**src/rtl/buserr_pkg.sv**
```systemverilog
package buserr_pkg;
  typedef enum logic [2:0] {
    ST_IDLE,
    ST_WAIT,
    ST_PUSH,
    ST_VEC_HI,
    ST_VEC_LO,
    ST_DONE,
    ST_HALT
  } seq_state_e;

  localparam int SR_SUP_BIT   = 13;
  localparam int SR_TRACE_BIT = 15;
  localparam int FRAME_HDR_W  = 3;  // sr, pc hi, pc lo
  localparam int SHORT_ERR_W  = 4;
endpackage

```
**src/rtl/buserr_capture.sv**
```systemverilog
module buserr_capture #(
  parameter int ADDR_W = 32
) (
  input  logic              clk_i,
  input  logic              rst_ni,
  input  logic              cap_i,
  input  logic              long_i,
  input  logic [15:0]       sr_i,
  input  logic [ADDR_W-1:0] pc_i,
  input  logic [ADDR_W-1:0] fault_addr_i,
  input  logic              fault_rw_i,
  input  logic              fault_instr_i,
  input  logic [2:0]        fault_fc_i,
  input  logic [15:0]       ir_i,
  output logic              long_o,
  output logic [15:0]       sr_frame_o,
  output logic [15:0]       sr_new_o,
  output logic [ADDR_W-1:0] pc_o,
  output logic [ADDR_W-1:0] fault_addr_o,
  output logic [15:0]       status_o,
  output logic [15:0]       ir_o
);
  import buserr_pkg::*;

  always_ff @(posedge clk_i or negedge rst_ni) begin
    if (!rst_ni) begin
      long_o       <= 1'b0;
      sr_frame_o   <= '0;
      pc_o         <= '0;
      fault_addr_o <= '0;
      status_o     <= '0;
      ir_o         <= '0;
    end else if (cap_i) begin
      long_o       <= long_i;
      sr_frame_o   <= sr_i;
      pc_o         <= pc_i;
      fault_addr_o <= fault_addr_i;
      status_o     <= {11'b0, fault_rw_i, fault_instr_i, fault_fc_i};
      ir_o         <= ir_i;
    end
  end

  always_comb begin
    sr_new_o               = sr_frame_o;
    sr_new_o[SR_SUP_BIT]   = 1'b1;
    sr_new_o[SR_TRACE_BIT] = 1'b0;
  end
endmodule

```
**src/rtl/buserr_frame_mux.sv**
```systemverilog
module buserr_frame_mux #(
  parameter int          ADDR_W     = 32,
  parameter int          LONG_WORDS = 22,
  parameter logic [3:0]  FMT_CODE   = 4'h8,
  parameter int          VEC_OFF    = 8,
  parameter int          CNT_W      = 5,
  parameter int          IDX_W      = 5
) (
  input  logic              long_i,
  input  logic [CNT_W-1:0]  k_i,
  input  logic [15:0]       sr_i,
  input  logic [ADDR_W-1:0] pc_i,
  input  logic [ADDR_W-1:0] fault_addr_i,
  input  logic [15:0]       status_i,
  input  logic [15:0]       ir_i,
  input  logic [15:0]       state_word_i,
  output logic [IDX_W-1:0]  state_idx_o,
  output logic [15:0]       word_o
);
  import buserr_pkg::*;

  localparam logic [CNT_W-1:0] K_ERR0 = CNT_W'(FRAME_HDR_W);
  localparam logic [15:0]      FMT_WORD = {FMT_CODE, 12'(VEC_OFF)};

  logic [CNT_W-1:0] rel;

  always_comb begin
    rel         = k_i - K_ERR0 - CNT_W'(1);
    state_idx_o = (k_i > K_ERR0) ? IDX_W'(rel) : '0;
  end

  always_comb begin
    word_o = '0;
    if (k_i == CNT_W'(0))       word_o = sr_i;
    else if (k_i == CNT_W'(1))  word_o = pc_i[31:16];
    else if (k_i == CNT_W'(2))  word_o = pc_i[15:0];
    else if (long_i) begin
      word_o = (k_i == K_ERR0) ? FMT_WORD : state_word_i;
    end else begin
      unique case (k_i - K_ERR0)
        CNT_W'(0): word_o = status_i;
        CNT_W'(1): word_o = fault_addr_i[31:16];
        CNT_W'(2): word_o = fault_addr_i[15:0];
        CNT_W'(3): word_o = ir_i;
        default:   word_o = '0;
      endcase
    end
  end
endmodule

```
**src/rtl/buserr_ctrl.sv**
```systemverilog
module buserr_ctrl #(
  parameter int          ADDR_W     = 32,
  parameter int          LONG_WORDS = 22,
  parameter logic [31:0] VEC_BASE   = 32'h0,
  parameter int          VEC_OFF    = 8,
  parameter int          CNT_W      = 5
) (
  input  logic              clk_i,
  input  logic              rst_ni,
  input  logic              bus_active_i,
  input  logic              berr_i,
  input  logic              long_i,
  input  logic [ADDR_W-1:0] ssp_i,
  input  logic [15:0]       word_i,
  input  logic              mem_ack_i,
  input  logic [15:0]       mem_rdata_i,
  output logic              cap_o,
  output logic [CNT_W-1:0]  k_o,
  output logic              mem_req_o,
  output logic              mem_we_o,
  output logic [ADDR_W-1:0] mem_addr_o,
  output logic [15:0]       mem_wdata_o,
  output logic [ADDR_W-1:0] ssp_o,
  output logic [ADDR_W-1:0] pc_o,
  output logic              done_o,
  output logic              halt_o
);
  import buserr_pkg::*;

  localparam int SHORT_N = FRAME_HDR_W + SHORT_ERR_W;
  localparam int LONG_N  = FRAME_HDR_W + 1 + LONG_WORDS;
  localparam logic [ADDR_W-1:0] VEC_HI_A = ADDR_W'(VEC_BASE) + ADDR_W'(VEC_OFF);
  localparam logic [ADDR_W-1:0] VEC_LO_A = VEC_HI_A + ADDR_W'(2);

  seq_state_e       st_q;
  logic [CNT_W-1:0] cnt_q;
  logic [ADDR_W-1:0] ssp_q;
  logic [15:0]      vec_hi_q;
  logic [ADDR_W-1:0] pc_q;
  logic             in_vec;

  assign cap_o  = (st_q == ST_IDLE) && bus_active_i && berr_i;
  assign in_vec = (st_q == ST_VEC_HI) || (st_q == ST_VEC_LO);

  always_ff @(posedge clk_i or negedge rst_ni) begin
    if (!rst_ni) begin
      st_q     <= ST_IDLE;
      cnt_q    <= '0;
      ssp_q    <= '0;
      vec_hi_q <= '0;
      pc_q     <= '0;
    end else begin
      unique case (st_q)
        ST_IDLE: if (cap_o) begin
          st_q  <= ST_WAIT;
          ssp_q <= ssp_i;
        end
        ST_WAIT: if (!bus_active_i && !berr_i) begin
          st_q  <= ST_PUSH;
          cnt_q <= long_i ? CNT_W'(LONG_N - 1) : CNT_W'(SHORT_N - 1);
        end
        ST_PUSH: begin
          if (berr_i) st_q <= ST_HALT;
          else if (mem_ack_i) begin
            ssp_q <= ssp_q - ADDR_W'(2);
            if (cnt_q == '0) st_q <= ST_VEC_HI;
            else             cnt_q <= cnt_q - CNT_W'(1);
          end
        end
        ST_VEC_HI: begin
          if (berr_i) st_q <= ST_HALT;
          else if (mem_ack_i) begin
            vec_hi_q <= mem_rdata_i;
            st_q     <= ST_VEC_LO;
          end
        end
        ST_VEC_LO: begin
          if (berr_i) st_q <= ST_HALT;
          else if (mem_ack_i) begin
            pc_q <= ADDR_W'({vec_hi_q, mem_rdata_i});
            st_q <= ST_DONE;
          end
        end
        ST_DONE: st_q <= ST_IDLE;
        ST_HALT: st_q <= ST_HALT;
        default: st_q <= ST_HALT;
      endcase
    end
  end

  always_comb begin
    mem_req_o   = (st_q == ST_PUSH) || in_vec;
    mem_we_o    = (st_q == ST_PUSH);
    mem_wdata_o = (st_q == ST_PUSH) ? word_i : '0;
    if (st_q == ST_PUSH)        mem_addr_o = ssp_q - ADDR_W'(2);
    else if (st_q == ST_VEC_LO) mem_addr_o = VEC_LO_A;
    else if (st_q == ST_VEC_HI) mem_addr_o = VEC_HI_A;
    else                        mem_addr_o = '0;
  end

  assign k_o    = cnt_q;
  assign ssp_o  = ssp_q;
  assign pc_o   = pc_q;
  assign done_o = (st_q == ST_DONE);
  assign halt_o = (st_q == ST_HALT);
endmodule

```
**src/rtl/buserr_seq.sv**
```systemverilog
module buserr_seq #(
  parameter int          ADDR_W     = 32,
  parameter int          LONG_WORDS = 22,
  parameter logic [3:0]  FMT_CODE   = 4'h8,
  parameter int          VEC_NUM    = 2,
  parameter logic [31:0] VEC_BASE   = 32'h0,
  parameter int          IDX_W      = (LONG_WORDS > 1) ? $clog2(LONG_WORDS) : 1
) (
  input  logic              clk_i,
  input  logic              rst_ni,
  input  logic              bus_active_i,
  input  logic              berr_i,
  input  logic              long_frame_i,
  input  logic [15:0]       sr_i,
  input  logic [ADDR_W-1:0] pc_i,
  input  logic [ADDR_W-1:0] ssp_i,
  input  logic [ADDR_W-1:0] fault_addr_i,
  input  logic              fault_rw_i,
  input  logic              fault_instr_i,
  input  logic [2:0]        fault_fc_i,
  input  logic [15:0]       ir_i,
  output logic [IDX_W-1:0]  state_idx_o,
  input  logic [15:0]       state_word_i,
  output logic              mem_req_o,
  output logic              mem_we_o,
  output logic [ADDR_W-1:0] mem_addr_o,
  output logic [15:0]       mem_wdata_o,
  input  logic              mem_ack_i,
  input  logic [15:0]       mem_rdata_i,
  output logic [15:0]       sr_o,
  output logic [ADDR_W-1:0] ssp_o,
  output logic [ADDR_W-1:0] pc_o,
  output logic              done_o,
  output logic              halt_o
);
  localparam int LONG_N  = 4 + LONG_WORDS;
  localparam int CNT_W   = $clog2(LONG_N + 1);
  localparam int VEC_OFF = VEC_NUM * 4;

  logic              cap;
  logic              long_q;
  logic [15:0]       sr_frame;
  logic [ADDR_W-1:0] pc_cap;
  logic [ADDR_W-1:0] fa_cap;
  logic [15:0]       status_cap;
  logic [15:0]       ir_cap;
  logic [CNT_W-1:0]  k;
  logic [15:0]       word;

  buserr_capture #(.ADDR_W(ADDR_W)) u_cap (
    .clk_i, .rst_ni,
    .cap_i        (cap),
    .long_i       (long_frame_i),
    .sr_i, .pc_i, .fault_addr_i, .fault_rw_i, .fault_instr_i, .fault_fc_i, .ir_i,
    .long_o       (long_q),
    .sr_frame_o   (sr_frame),
    .sr_new_o     (sr_o),
    .pc_o         (pc_cap),
    .fault_addr_o (fa_cap),
    .status_o     (status_cap),
    .ir_o         (ir_cap)
  );

  buserr_frame_mux #(
    .ADDR_W(ADDR_W), .LONG_WORDS(LONG_WORDS), .FMT_CODE(FMT_CODE),
    .VEC_OFF(VEC_OFF), .CNT_W(CNT_W), .IDX_W(IDX_W)
  ) u_mux (
    .long_i       (long_q),
    .k_i          (k),
    .sr_i         (sr_frame),
    .pc_i         (pc_cap),
    .fault_addr_i (fa_cap),
    .status_i     (status_cap),
    .ir_i         (ir_cap),
    .state_word_i,
    .state_idx_o,
    .word_o       (word)
  );

  buserr_ctrl #(
    .ADDR_W(ADDR_W), .LONG_WORDS(LONG_WORDS), .VEC_BASE(VEC_BASE),
    .VEC_OFF(VEC_OFF), .CNT_W(CNT_W)
  ) u_ctrl (
    .clk_i, .rst_ni, .bus_active_i, .berr_i,
    .long_i      (long_q),
    .ssp_i,
    .word_i      (word),
    .mem_ack_i, .mem_rdata_i,
    .cap_o       (cap),
    .k_o         (k),
    .mem_req_o, .mem_we_o, .mem_addr_o, .mem_wdata_o,
    .ssp_o, .pc_o, .done_o, .halt_o
  );
endmodule

```
**config.mk**
```make
export PLATFORM = sky130hd
export DESIGN_NAME = buserr_seq
export DESIGN_NICKNAME = d
export VERILOG_FILES = /design/src/rtl/buserr_pkg.sv /design/src/rtl/buserr_capture.sv /design/src/rtl/buserr_frame_mux.sv /design/src/rtl/buserr_ctrl.sv /design/src/rtl/buserr_seq.sv
export SDC_FILE = /design/constraint.sdc
export NUM_CORES = 1
export LEC_CHECK = 0
export ABC_CLOCK_PERIOD_IN_PS = 3300
export BUFFER_PORTS_ARGS = -buffer_cell sky130_fd_sc_hd__buf_2
export CORE_UTILIZATION = 50
export CTS_CLUSTER_DIAMETER = 50
export DETAILED_ROUTE_END_ITERATION = 10
export PLACE_DENSITY = 0.74
export SLEW_MARGIN = 5
export SYNTH_ARGS = -nofsm -noshare
export SYNTH_HDL_FRONTEND = slang
export SYNTH_HIERARCHICAL = 1
export SYNTH_SLANG_ARGS = --single-unit
```
**constraint.sdc**
```tcl
create_clock -name clk_i -period 3.3 [get_ports clk_i]
set_input_delay 0.66 -clock clk_i [delete_from_list [all_inputs] [get_ports clk_i]]
set_output_delay 0.66 -clock clk_i [all_outputs]
set_load 0.02 [all_outputs]
```
==> flow_metrics.env <==
export IMPL_status="finished with violations"
export IMPL_failed_checks="negative setup slack"
export IMPL_p_per_area_mw_per_mm2=828
export IMPL_worst_setup_path_end_kind="output pin"
export IMPL_r2r_setup_slack_ns=0.49
export IMPL_insertion_delay_ns=0.43
export IMPL_seq_area_mm2=0.00476
export IMPL_dr_total_vias=8828
export IMPL_viasPerCell=5.71
export IMPL_fin_area_mm2=0.0135
export IMPL_io_buffers=305
export IMPL_ys_ff_latch=190
export IMPL_worst_pin_slew_ns=0.936
export IMPL_synthFlopType="dfrtp_1"
export IMPL_grt_ovfl_total=0
export IMPL_critPathMaxFanout=5
export IMPL_nFillCells=1683
export IMPL_drive_above_1_share=0.494
export IMPL_multi_input_area_mm2=0.00560
export IMPL_antenna_found_initial=4
export IMPL_hold_class="in2async"
export IMPL_reg2reg_depth=7
export IMPL_fp_coreArea_mm2=0.0210
export IMPL_fin_nets=1432
export IMPL_grtUsageTotal=0.272
export IMPL_slew_viol_final=0
export IMPL_syn_area_mm2=0.0108
export IMPL_hpwl_um=21000
export IMPL_maxCapViolCount=0
export IMPL_initial_core_util=0.512
export IMPL_dp_slack_ns=0.170
export IMPL_routabilityCongestion=0.967
export IMPL_cp_required_ns=2.64
export IMPL_critPathLaunchType="flop"
export IMPL_fin_worst_skew_ns=0.0160
export IMPL_synth_cells=959
export IMPL_cts_clk_slew_worst_paths_ns=0.08
export IMPL_finalWorstSetupSlack_ns=-0.0941
export IMPL_synth_distinct_cells=69
export IMPL_worstPathArrival_ns=2.73
export IMPL_num_rows=53
export IMPL_io_pin_count=308
export IMPL_layout_cells_most_common_list="buf_2 (280), dfrtp_1 (187), mux2_4 (80)"
export IMPL_grt_pass1_wl_um=46500
export IMPL_setup_viol=7
export IMPL_wirelength_um=30500
export IMPL_cts_tree="built"
export IMPL_r2r_end="u_cap/status_o[3]"
export IMPL_cts_hold_buf=0
export IMPL_ant_nets=0
export IMPL_grt_max_degree=82
export IMPL_dr_first_iter_drc_count=567
export IMPL_rsz0062_at_grt="true"
export IMPL_netlist_top_cells_area="dfrtp_1 (44%), mux2_4 (11%), mux2_2 (7.4%)"
export IMPL_r2r_start="u_ctrl/st_q[2]"
export IMPL_worstSetupPathType="reg2out"
export IMPL_fmax_mhz=295
export IMPL_yosysTopAreaCellShare=0.442
export IMPL_stdcell_count=1545
export IMPL_ys_async_sr_fraction=1.00
export IMPL_drc=0
export IMPL_yosys_area_top_type="dfrtp_1"
export IMPL_first_pass_iters=5
export IMPL_synth_edf_count=0
export IMPL_clk_path_buf_depth=2
export IMPL_hold_viol=0
export IMPL_grt_pass1_vias=8535
export IMPL_cts_buffers=17
export IMPL_postSynthAreaPerCell_um2=11.2
export IMPL_die_y_um=149
export IMPL_ys_warn_count=6
export IMPL_min_period_ns=3.39
export IMPL_irDropWorstVdd_v=0.000484
export IMPL_dp_cells=1489
export IMPL_layout_commonest_cell="buf_2"
export IMPL_drt_wirelength_per_cell_um=19.7
export IMPL_yosysSeqAreaShare=0.442
export IMPL_clock_sinks=190
export IMPL_fin_crit_sh=1.03
export IMPL_dieArea_mm2=0.0221
export IMPL_finalPower_mw=11.2
export IMPL_die_x_um=149
export IMPL_area_growth_pct=25.4
export IMPL_max_slew_margin_rel=0.376
export IMPL_htree_num_levels=4
export IMPL_cts_root_buf="clkbuf_16"
export IMPL_power_leakage_nw=6.47
export IMPL_placed_cell_area_mm2=0.0124
==> cell usage after synthesis (6+ instances only) <==
cell       instances
o22ai_1           29
nand3_1           16
a22oi_1           12
and2_1            25
mux2_2            71
nor3_1            15
nor2_1            61
dfrtp_1          190
a22o_1             8
nor2b_1           14
or4_1              6
xor2_1            14
buf_2              8
a221o_2            6
nor4_1            11
o21ai_0           37
nand2_1           40
a221oi_1          16
buf_6             15
xnor2_1            7
clkbuf_1          36
nand2b_1          11
mux4_2             7
a21oi_1           71
or3_1              7
inv_1             11
buf_4             29
a2bb2oi_1         10
mux2_4            80
a21o_1             9
==> cell families (layout without fill, tap and decap cells) <==
group | count (synthesis) | after routing | synth area share
compound gates | 228 | 228 | 0.139
xor+xnor | 22 | 22 | 0.0186
fa+ha+maj | 4 | 4 | 0.00465
buf+inv | 109 | 408 | 0.0628
flops | 190 | 190 | 0.442
mux | 163 | 163 | 0.205
other cells | 2 | 14 | 0.000698
simple gates | 241 | 241 | 0.127
==> power by group <==
group          switching [mW]  total [mW]  internal, mW  leakage, nW
Clock                    1.01        2.02          1.01        0.279
Combinational            2.62        5.02          2.40         3.75
Sequential              0.884        4.12          3.24         2.45
Total                    4.51        11.2          6.65         6.47
==> how the worst max path moves through the flow <==
| stage | from | endpoint | slack (ns) | cells after the start |
|---|---|---|---|---|
| 6_report | u_ctrl/ssp_o[5] | mem_addr_o[15] | -0.09 | 6 |
| 5_1_grt | u_ctrl/ssp_o[5] | mem_addr_o[15] | -0.16 | 6 |
| 4_1_cts | u_ctrl/ssp_o[5] | mem_addr_o[26] | -0.11 | 7 |
| 3_5_place_dp | u_ctrl/ssp_o[10] | mem_addr_o[20] | 0.17 | 6 |
| 3_3_place_gp | u_ctrl/ssp_o[10] | mem_addr_o[20] | 0.17 | 6 |
| 2_1_floorplan | u_ctrl/ssp_o[8] | mem_addr_o[20] | 0.04 | 7 |
==> routing by layer <==
layer | part of all wire | GRT usage | up-vias
met5 | 0.0013 | 0 | -
met4 | 0.022 | 0.0933 | 6
met3 | 0.075 | 0.0598 | 50
met2 | 0.49 | 0.454 | 408
met1 | 0.41 | 0.347 | 4291
li1 | - | - | 4073
==> sequential cells by signal (all words and copies together) (netlist names) <==
| register | count |
|---|---|
| u_ctrl/pc_o | 32 |
| u_ctrl/vec_hi_q | 16 |
| u_ctrl/st_q | 3 |
| u_cap/status_o | 5 |
| u_cap/sr_frame_o | 16 |
| u_cap/long_o | 1 |
| u_cap/ir_o | 16 |
| u_ctrl/ssp_o | 32 |
| u_cap/fault_addr_o | 32 |
| u_cap/pc_o | 32 |
| u_ctrl/k_o | 5 |
==> worst max-delay path: stages (launching register included) <==
cell	delay, ns
dfrtp_1	0.39
or4_4	0.59
or4_4	0.57
or3_4	0.37
xor2_2	0.15
nor2_1	0.09
buf_4	0.15
==> through the flow <==
| step | utilization | hold WS, ns | TNS (ns) |
|---|---|---|---|
| floorplan | - | 0.364 | 0 |
| detailed placement | 0.590 | 0.488 | 0 |
| CTS | 0.624 | 0.248 | -0.565 |
| global route | 0.641 | 0.262 | -1.74 |
| finish | 0.641 | 0.250 | -0.398 |
| global placement | 0.590 | 0.483 | 0 |
==> area by class of cell <==
type	count	share of cell area
diodes	1	0.000186
multi-input cells	671	0.415
inverters	12	0.00343
clock inverters	14	0.0108
well taps	275	0.0255
clock buffers	17	0.0316
flip-flops and latches	190	0.353
repair buffers	365	0.160
==> timing repair <==
action	CTS	global route
pin swaps	9	25
buffers inserted	10	13
resized for setup	18	73
cloned	1	0
endpoints found under the setup margin	29	35
hold endpoints to repair	0	0
Power figures use the tool's default switching activity.
